$ cat src/rtl/rxb_pkg.sv
package rxb_pkg;

    localparam int BUF_DEPTH   = 144;
    localparam int IDX_W       = 8;
    localparam int HOST_ADDR_W = 10;
    localparam int INHIBIT_BIT = 2;
    localparam int RXDONE_BIT  = 3;

    typedef enum logic [1:0] {
        ST_IDLE,
        ST_BODY,
        ST_QUAL,
        ST_STREN
    } wr_state_e;

    typedef struct packed {
        logic             en;
        logic [IDX_W-1:0] idx;
        logic [7:0]       data;
    } buf_wr_t;

    function automatic logic [7:0] clamp_len(input logic [7:0] l, input logic [7:0] lim);
        return (l > lim) ? lim : l;
    endfunction

endpackage

$ cat src/rtl/rxb_writer.sv
module rxb_writer
    import rxb_pkg::*;
#(
    parameter int DEPTH = BUF_DEPTH
) (
    input  logic       clk,
    input  logic       rst,
    input  logic       rx_valid,
    input  logic       rx_sof,
    input  logic [7:0] rx_byte,
    input  logic       inhibit,
    output buf_wr_t    wr,
    output logic       frame_done
);
    localparam logic [IDX_W-1:0] LAST_IDX = IDX_W'(DEPTH - 1);

    wr_state_e        state;
    logic [7:0]       remain;
    logic [IDX_W-1:0] wp;
    logic             keep;
    logic             wp_fits;
    logic [IDX_W-1:0] wp_next;

    assign wp_fits = (wp <= LAST_IDX);
    assign wp_next = wp_fits ? wp + 1'b1 : wp;

    always_comb begin
        wr         = '0;
        frame_done = 1'b0;
        if (rx_valid) begin
            if (rx_sof) begin
                wr.en   = !inhibit;
                wr.idx  = '0;
                wr.data = clamp_len(rx_byte, LAST_IDX);
            end else if (state != ST_IDLE && keep) begin
                wr.en      = wp_fits;
                wr.idx     = wp;
                wr.data    = rx_byte;
                frame_done = (state == ST_STREN);
            end
        end
    end

    always_ff @(posedge clk) begin
        if (rst) begin
            state  <= ST_IDLE;
            remain <= '0;
            wp     <= '0;
            keep   <= 1'b0;
        end else if (rx_valid) begin
            if (rx_sof) begin
                remain <= rx_byte;
                wp     <= IDX_W'(1);
                keep   <= !inhibit;
                state  <= (rx_byte == 8'd0) ? ST_QUAL : ST_BODY;
            end else begin
                case (state)
                    ST_BODY: begin
                        wp     <= wp_next;
                        remain <= remain - 8'd1;
                        if (remain == 8'd1) state <= ST_QUAL;
                    end
                    ST_QUAL: begin
                        wp    <= wp_next;
                        state <= ST_STREN;
                    end
                    ST_STREN: state <= ST_IDLE;
                    default:  state <= ST_IDLE;
                endcase
            end
        end
    end

    assert_len_clamped_R2: assert property (@(posedge clk) disable iff (rst)
        (wr.en && wr.idx == '0) |-> (wr.data <= LAST_IDX));

    assert_ptr_bound_R4: assert property (@(posedge clk) disable iff (rst)
        (int'(wp) <= DEPTH));

    assert_drop_silent_R5: assert property (@(posedge clk) disable iff (rst)
        (!keep && !rx_sof) |-> !frame_done);

endmodule

$ cat src/rtl/rxb_store.sv
module rxb_store
    import rxb_pkg::*;
#(
    parameter int DEPTH = BUF_DEPTH
) (
    input  logic             clk,
    input  logic             rst,
    input  buf_wr_t          wr,
    input  logic             rd_en,
    input  logic             rd_hit,
    input  logic [IDX_W-1:0] rd_idx,
    output logic [7:0]       rd_data
);
    logic [7:0] mem [DEPTH];

    always_ff @(posedge clk) begin
        if (wr.en) mem[wr.idx] <= wr.data;
    end

    always_ff @(posedge clk) begin
        if (rst) rd_data <= '0;
        else if (rd_en) rd_data <= rd_hit ? mem[rd_idx] : 8'd0;
    end

    assert_wr_in_range_R4: assert property (@(posedge clk) disable iff (rst)
        wr.en |-> (int'(wr.idx) < DEPTH));

endmodule

$ cat src/rtl/rxb_frame_buffer.sv
module rxb_frame_buffer
    import rxb_pkg::*;
#(
    parameter int                     DEPTH     = BUF_DEPTH,
    parameter int                     ADDR_W    = HOST_ADDR_W,
    parameter logic [ADDR_W-1:0]      BASE_ADDR = 10'h300
) (
    input  logic              clk,
    input  logic              rst,
    input  logic              rx_valid,
    input  logic              rx_sof,
    input  logic [7:0]        rx_byte,
    input  logic              host_rd_en,
    input  logic [ADDR_W-1:0] host_addr,
    output logic [7:0]        host_rd_data,
    input  logic              bb_we,
    input  logic [7:0]        bb_wdata,
    output logic [7:0]        bb_q,
    input  logic              stat_rd,
    output logic [7:0]        stat_q,
    output logic              rx_irq
);
    logic [7:0]        bb_reg;
    logic              rx_flag;
    logic              frame_done;
    buf_wr_t           wr;
    logic [ADDR_W-1:0] offset;
    logic              rd_hit;

    always_ff @(posedge clk) begin
        if (rst) bb_reg <= '0;
        else if (bb_we) bb_reg <= bb_wdata;
    end

    always_ff @(posedge clk) begin
        if (rst) rx_flag <= 1'b0;
        else if (frame_done) rx_flag <= 1'b1;
        else if (stat_rd) rx_flag <= 1'b0;
    end

    assign offset = host_addr - BASE_ADDR;
    assign rd_hit = (host_addr >= BASE_ADDR) && (offset < ADDR_W'(DEPTH));

    always_comb begin
        stat_q             = '0;
        stat_q[RXDONE_BIT] = rx_flag;
    end

    assign bb_q   = bb_reg;
    assign rx_irq = rx_flag;

    rxb_writer #(.DEPTH(DEPTH)) u_writer (
        .clk        (clk),
        .rst        (rst),
        .rx_valid   (rx_valid),
        .rx_sof     (rx_sof),
        .rx_byte    (rx_byte),
        .inhibit    (bb_reg[INHIBIT_BIT]),
        .wr         (wr),
        .frame_done (frame_done)
    );

    rxb_store #(.DEPTH(DEPTH)) u_store (
        .clk     (clk),
        .rst     (rst),
        .wr      (wr),
        .rd_en   (host_rd_en),
        .rd_hit  (rd_hit),
        .rd_idx  (offset[IDX_W-1:0]),
        .rd_data (host_rd_data)
    );

    assert_done_sets_irq_R6: assert property (@(posedge clk) disable iff (rst)
        frame_done |=> rx_irq);

    assert_clear_R7: assert property (@(posedge clk) disable iff (rst)
        (stat_rd && !frame_done) |=> !rx_irq);

    assert_miss_reads_zero_R8: assert property (@(posedge clk) disable iff (rst)
        (host_rd_en && !rd_hit) |=> (host_rd_data == 8'd0));

endmodule

$ cat config.mk
export PLATFORM = sky130hd
export DESIGN_NAME = rxb_frame_buffer
export DESIGN_NICKNAME = d
export VERILOG_FILES = /design/src/rtl/rxb_pkg.sv /design/src/rtl/rxb_writer.sv /design/src/rtl/rxb_store.sv /design/src/rtl/rxb_frame_buffer.sv
export SDC_FILE = /design/constraint.sdc
export NUM_CORES = 1
export LEC_CHECK = 0
export BUFFER_PORTS_ARGS = -buffer_cell sky130_fd_sc_hd__buf_2
export CORE_MARGIN = 2
export CORE_UTILIZATION = 27
export DETAILED_ROUTE_END_ITERATION = 12
export GPL_TIMING_DRIVEN = 0
export HOLD_SLACK_MARGIN = 0.02
export PLACE_DENSITY = 0.43
export SYNTH_ARGS = -nofsm -noshare
export SYNTH_HDL_FRONTEND = slang
export SYNTH_SLANG_ARGS = --single-unit
export TNS_END_PERCENT = 10
$ cat constraint.sdc
create_clock -name clk -period 17.4 [get_ports clk]
set_clock_uncertainty 0.05 [all_clocks]
set_input_delay 3.48 -clock clk [delete_from_list [all_inputs] [get_ports clk]]
set_output_delay 3.48 -clock clk [all_outputs]
set_load 0.05 [all_outputs]
# Yosys cells after proc, flatten, opt, wreduce, memory -nomap -nowiden

Memory sizes are Yosys's and may differ from the RTL's.
Cells that the tools add are included.
Widths: inputs -> output; s select.

Bits in registers: 36
Bits in writable memories: 1152
Output and inout bits: 25
Word-level logic and storage cells: 55
Memories kept: 1

Add/subtract/negate cells: 3
Order comparisons: 4
Eq/ne operators: 5
Muxes and demuxes: 21
Reduce and logical (&&, ||, !) cells: 14

Memory list:

| memory      | words | bits a word | read ports | clocked after Yosys merged registers in | write ports | line            | source |
|---|---|---|---|---|---|---|---|
| u_store.mem | 144   | 8           | 1          | 0                                       | 1           | rxb_store.sv:14 | `logic [7:0] mem [DEPTH];` |

Operator list:

| kind                   | number |
|---|---|
| $mux 8                 | 7 |
| $mux 17                | 3 |
| $ge 10x10->1 const B   | 1 |
| $lt 10x8->1 const B    | 1 |
| $reduce_bool 2->1      | 5 |
| $sub 10x10->10 const B | 1 |
| $add 8x1->8 const B    | 1 |
| $eq 8x1->1 const B     | 1 |
| $gt 8x8->1 const B     | 1 |
| $le 8x8->1 const B     | 1 |
| $logic_not 8->1        | 1 |
| $sub 8x1->8 const B    | 1 |
| $mux 1                 | 7 |
| $mux 2                 | 3 |
| $reduce_and 2->1       | 3 |
| $eq 2x2->1 const B     | 2 |
| $pmux 2 s2             | 1 |
| $ne 3x2->1 const B     | 1 |
| $reduce_and 3->1       | 1 |
| $eq 2x1->1 const B     | 1 |
| $logic_and 1x1->1      | 2 |
| $reduce_or 2->1        | 1 |
| $logic_not 1->1        | 1 |

# Longest topological paths before layout

Depth after elaboration: 7
Gate-level depth with buffers: 11
Mapped depth without buffers: 8

# By module

A second synthesis with hierarchy kept.

Cell total of the unflattened synthesis: 2371
Area, all modules: 46950.0 um^2

By module, submodules not included:

| module           | times used | cells an instance | area each (um^2) | sequential area each (um^2) |
|---|---|---|---|---|
| rxb_store        | 1          | 2163              | 45252.2          | 34753.3 |
| rxb_writer       | 1          | 167               | 1298.7           | 380.4 |
| rxb_frame_buffer | 1          | 41                | 399.1            | 180.2 |

# Worst setup path before layout

OpenSTA, ideal clock, no wires.

Path kind: input-to-reg
Start: input port rx_sof
End: memory u_store.mem[0][0], data pin
Library setup time: 1.369 ns
Arrival: 9.905 ns
Slack: 6.076 ns
Stages: 4
Cells stage by stage: clkbuf_1 buf_1 nand3b_1 a21boi_0

RTL lines:

| element         | line                   | source |
|---|---|---|
| start, declared | rxb_frame_buffer.sv:11 | `input logic rx_sof,` |
| end, declared   | rxb_store.sv:14        |  |

# Worst setup path after layout

Start: input port rx_sof
End: memory u_store.mem[4][3], enable pin

Cells in the longest elaborated chain, start to end: 4

RTL lines:

| element                      | line             | source |
|---|---|---|
| $mux 17 (*)                  | rxb_writer.sv:31 | `if (rx_sof) begin` |
| $mux 17 (*)                  | rxb_writer.sv:30 | `if (rx_valid) begin` |
| $mux 1                       | rxb_store.sv:17  | `if (wr.en) mem[wr.idx] <= wr.data;` |
| $mux 1 (implied by the code) | rxb_store.sv:17  |  |

Mark *: on every way between the ends. The rest lies on a longest branch, timed or not.

==> results.txt <==
number of antenna violations at the first check in global routing: 11
Post-DP HPWL: 105.8 mm
core footprint: 173200 sq um
predominant post-synthesis flop cell: sky130_fd_sc_hd__edfxtp_1
Ys Warns: 0
Hold Violations, Final: 0
Synth Instances: 2347
clock tree from TritonCTS: yes
capture endpoint of the worst hold path: u_writer.remain[6]
clock buffer depth: 3
post-layout instance area: 54950 sq um
pin slew with the least headroom to its limit: 1.467 ns
Final Max Tran Viols: 0
time the worst path needs with I/O delays and setup: 6.887 ns
reg2reg start: u_writer.state[0]
wire length on met1: 66.36 mm
worst hold slack: 0.4452 ns
crit path launch: rx_sof
FF-to-FF End: u_store.mem[4][3]
count of routing violations after the opening detailed-route iteration: 3005
all-layer global routing usage: 17.14%
fill cell total of the finished layout: 16670
Post-Syn Area per Cell: 19.99 sq um
FF-to-FF setup slack: 12.65 ns
worst min-delay path startpoint: u_writer.remain[6]
run status: finished, final reports clean
most common cell after layout, fill and taps aside: sky130_fd_sc_hd__edfxtp_1
setup tns final: 0 ns
total power after layout: 0.006275 W
fin nets: 2600
pin count of the biggest net entering global routing: 82
hold_buf cts: 0
max-slew headroom at the worst pin: 2.200%
power density over the cells: 114.2 nW/um^2
layout cell share with drive strength beyond 1: 24.26%
Max Freq: 0.1452 GHz
share of the clock period used by the worst path after layout: 39.58%
count of maximum capacitance violations: 0
Unique masters post-synth: 62
logic depth of the worst register-to-register path: 9
DRC violation count after routing: 0
via count of the first global-routing pass: 25380
post-CTS setup buffer count: 0
sink count of the clock tree: 1188
uppermost metal layer occupied by signal nets: met5
CP Launch Type: primary input
worst ir drop on vdd: 0.1031 mV
via count: 24860
wirelength, routed: 154.0 mm
number of enable-type register cells in the synthesized netlist: 1152
cell area after placement: 50660 sq um
later-pin clock latency in the skew report: 0.79 ns
PostCTS Resize Cnt: 0
count of H-tree levels built during CTS: 4
proportion of register bits with asynchronous set or reset after synthesis: 0%
most frequent cells in the layout: sky130_fd_sc_hd__edfxtp_1 (1152), sky130_fd_sc_hd__mux4_2 (254), sky130_fd_sc_hd__nor2_1 (190), sky130_fd_sc_hd__clkbuf_16 (140), sky130_fd_sc_hd__mux2i_1 (122)
cell area after synthesis: 46930 sq um
leading cell types by total area after synthesis: sky130_fd_sc_hd__edfxtp_1 (74%), sky130_fd_sc_hd__mux4_2 (12%), sky130_fd_sc_hd__mux2i_1 (2.6%)
biggest area consumer among synthesized cells: sky130_fd_sc_hd__edfxtp_1
wire length of the first global-routing pass: 209.8 mm
leakage power: 17.91 nW
detailed-router iteration count before antenna repair: 9
Area growth, synth to finish: 17.09%
Cells on Worst Hold Path: 2
Util after Layout: 31.72%
met3 routed wirelength: 9.370 mm
Worst EP required: 17.72 ns
global placement routability congestion: 0.9311
number of antenna-violating nets in the routed design: 0
number of placement rows: 153
initial core utilization: 27.09%
residual overflow from global routing: 0
drt via density: 4.984
IO Port Bufs: 47
setup repair after global routing missed its margin: false
die height: 420.9 um
io pins: 58
routed wire length per instance: 30.86 um
clock root buffer master: sky130_fd_sc_hd__clkbuf_16
setup violation total in the final timing report: 0
Setup crit end kind: register
die extent in x: 420.9 um
number of buffers created by CTS: 135
top-area cell type share of the netlist area: 73.72%
Worst Path Class, Setup: in -> reg
critical path peak fanout: 10
data arrival time of the critical path: 7.21 ns
die area: 177200 sq um
Hold/Removal Path Class: reg -> reg
clock-pin slew reported for the worst setup and hold paths after clock tree synthesis: 0.05 ns
register bit count reported by yosys: 1188
Seq/Total Area, Yosys: 75.25%
Routed met2 length: 72.88 mm
worst max path at each step:
stage | to | slack (ns) | depth (start not counted)
global placement | u_store.mem[12][1] | -2.90 | 5
global route | u_store.mem[107][1] | 10.50 | 8
CTS | u_store.mem[107][3] | 10.69 | 8
floorplan | u_store.mem[0][0] | 6.08 | 4
detailed placement | u_store.mem[123][1] | 9.87 | 8
finish | u_store.mem[4][3] | 10.51 | 8
sequential cells by signal, indices dropped and copies added (netlist names):
name,count
rx_irq,1
u_store.rd_data,8
u_writer.keep,1
u_writer.state,2
u_store.mem,1152
u_writer.remain,8
u_writer.wp,8
bb_q,8
logic make-up after synthesis:
logic type	count (synthesis)	synth area share, %
adders and majority gates	7	0.1866
and+or+nand+nor	374	3.586
muxes	412	15.69
AOI/OAI and AO/OA	209	3.146
DFF	1188	75.25
buffers and inverters	150	2.021
other	1	0.007991
xor gates and xnor gates	6	0.1120
synth_stat cells, types with 3 or more instances:
| library cell | instances |
|---|---|
| sky130_fd_sc_hd__a211oi_1 | 9 |
| sky130_fd_sc_hd__a21boi_0 | 4 |
| sky130_fd_sc_hd__a21oi_1 | 43 |
| sky130_fd_sc_hd__a221oi_1 | 20 |
| sky130_fd_sc_hd__a22oi_1 | 65 |
| sky130_fd_sc_hd__and2_1 | 4 |
| sky130_fd_sc_hd__and3_1 | 6 |
| sky130_fd_sc_hd__buf_1 | 14 |
| sky130_fd_sc_hd__buf_2 | 30 |
| sky130_fd_sc_hd__buf_4 | 33 |
| sky130_fd_sc_hd__buf_6 | 22 |
| sky130_fd_sc_hd__clkbuf_1 | 38 |
| sky130_fd_sc_hd__dfxtp_1 | 36 |
| sky130_fd_sc_hd__edfxtp_1 | 1152 |
| sky130_fd_sc_hd__ha_1 | 7 |
| sky130_fd_sc_hd__inv_1 | 6 |
| sky130_fd_sc_hd__mux2_2 | 35 |
| sky130_fd_sc_hd__mux2i_1 | 122 |
| sky130_fd_sc_hd__mux4_2 | 254 |
| sky130_fd_sc_hd__nand2_1 | 57 |
| sky130_fd_sc_hd__nand2b_1 | 15 |
| sky130_fd_sc_hd__nand3_1 | 49 |
| sky130_fd_sc_hd__nand3b_1 | 4 |
| sky130_fd_sc_hd__nand4_1 | 6 |
| sky130_fd_sc_hd__nor2_1 | 190 |
| sky130_fd_sc_hd__nor2b_1 | 13 |
| sky130_fd_sc_hd__nor3_1 | 7 |
| sky130_fd_sc_hd__nor4_1 | 11 |
| sky130_fd_sc_hd__o2111ai_1 | 17 |
| sky130_fd_sc_hd__o21a_1 | 7 |
| sky130_fd_sc_hd__o21ai_0 | 19 |
| sky130_fd_sc_hd__o221ai_1 | 6 |
| sky130_fd_sc_hd__o31ai_1 | 3 |
| sky130_fd_sc_hd__or2_2 | 3 |
| sky130_fd_sc_hd__xor2_1 | 6 |
stage by stage:
stage | cells | worst slack, ns
after floorplan | 2353 | 6.076
after global placement | 4725 | -2.899
after detailed placement | 4748 | 9.873
after CTS | 4984 | 10.69
after global routing | 4984 | 10.50
final | 4989 | 10.51
critical path: stages:
cell and delay, ns:
sky130_fd_sc_hd__buf_2 0.13, sky130_fd_sc_hd__nand2b_1 0.15, sky130_fd_sc_hd__or2_2 0.26, sky130_fd_sc_hd__buf_2 0.20
sky130_fd_sc_hd__o22ai_1 0.55, sky130_fd_sc_hd__buf_2 0.32, sky130_fd_sc_hd__nand3_1 0.87, sky130_fd_sc_hd__nor2_1 1.21
routing by layer:
metal	track usage [%]	vias to the layer above
met4	6.325	4
met1	22.99	13520
met5	0	-
li1	-	10090
met2	27.38	1027
met3	3.564	221
report_power, final:
part	total (W)	internal (W)	switching [W]
clock	0.00278	0.00164	0.00114
combinational	0.000350	0.000115	0.000235
sequential	0.00314	0.00314	0.00000397
total	0.00628	0.00490	0.00138
final cells by class:
cell class	instances	area (sq um)	area share, %
timing repair buffer	70	735.7	1.339
buffer	142	918.4	1.671
clock buffer	179	3670	6.679
inverter	8	30.03	0.05465
sequential	1188	35310	64.27
tap	2325	2909	5.294
antenna	5	12.51	0.02277
clock inverter	57	600.6	1.093
multi-input combinational	1015	10760	19.58
(Power assumes the default switching activity.)
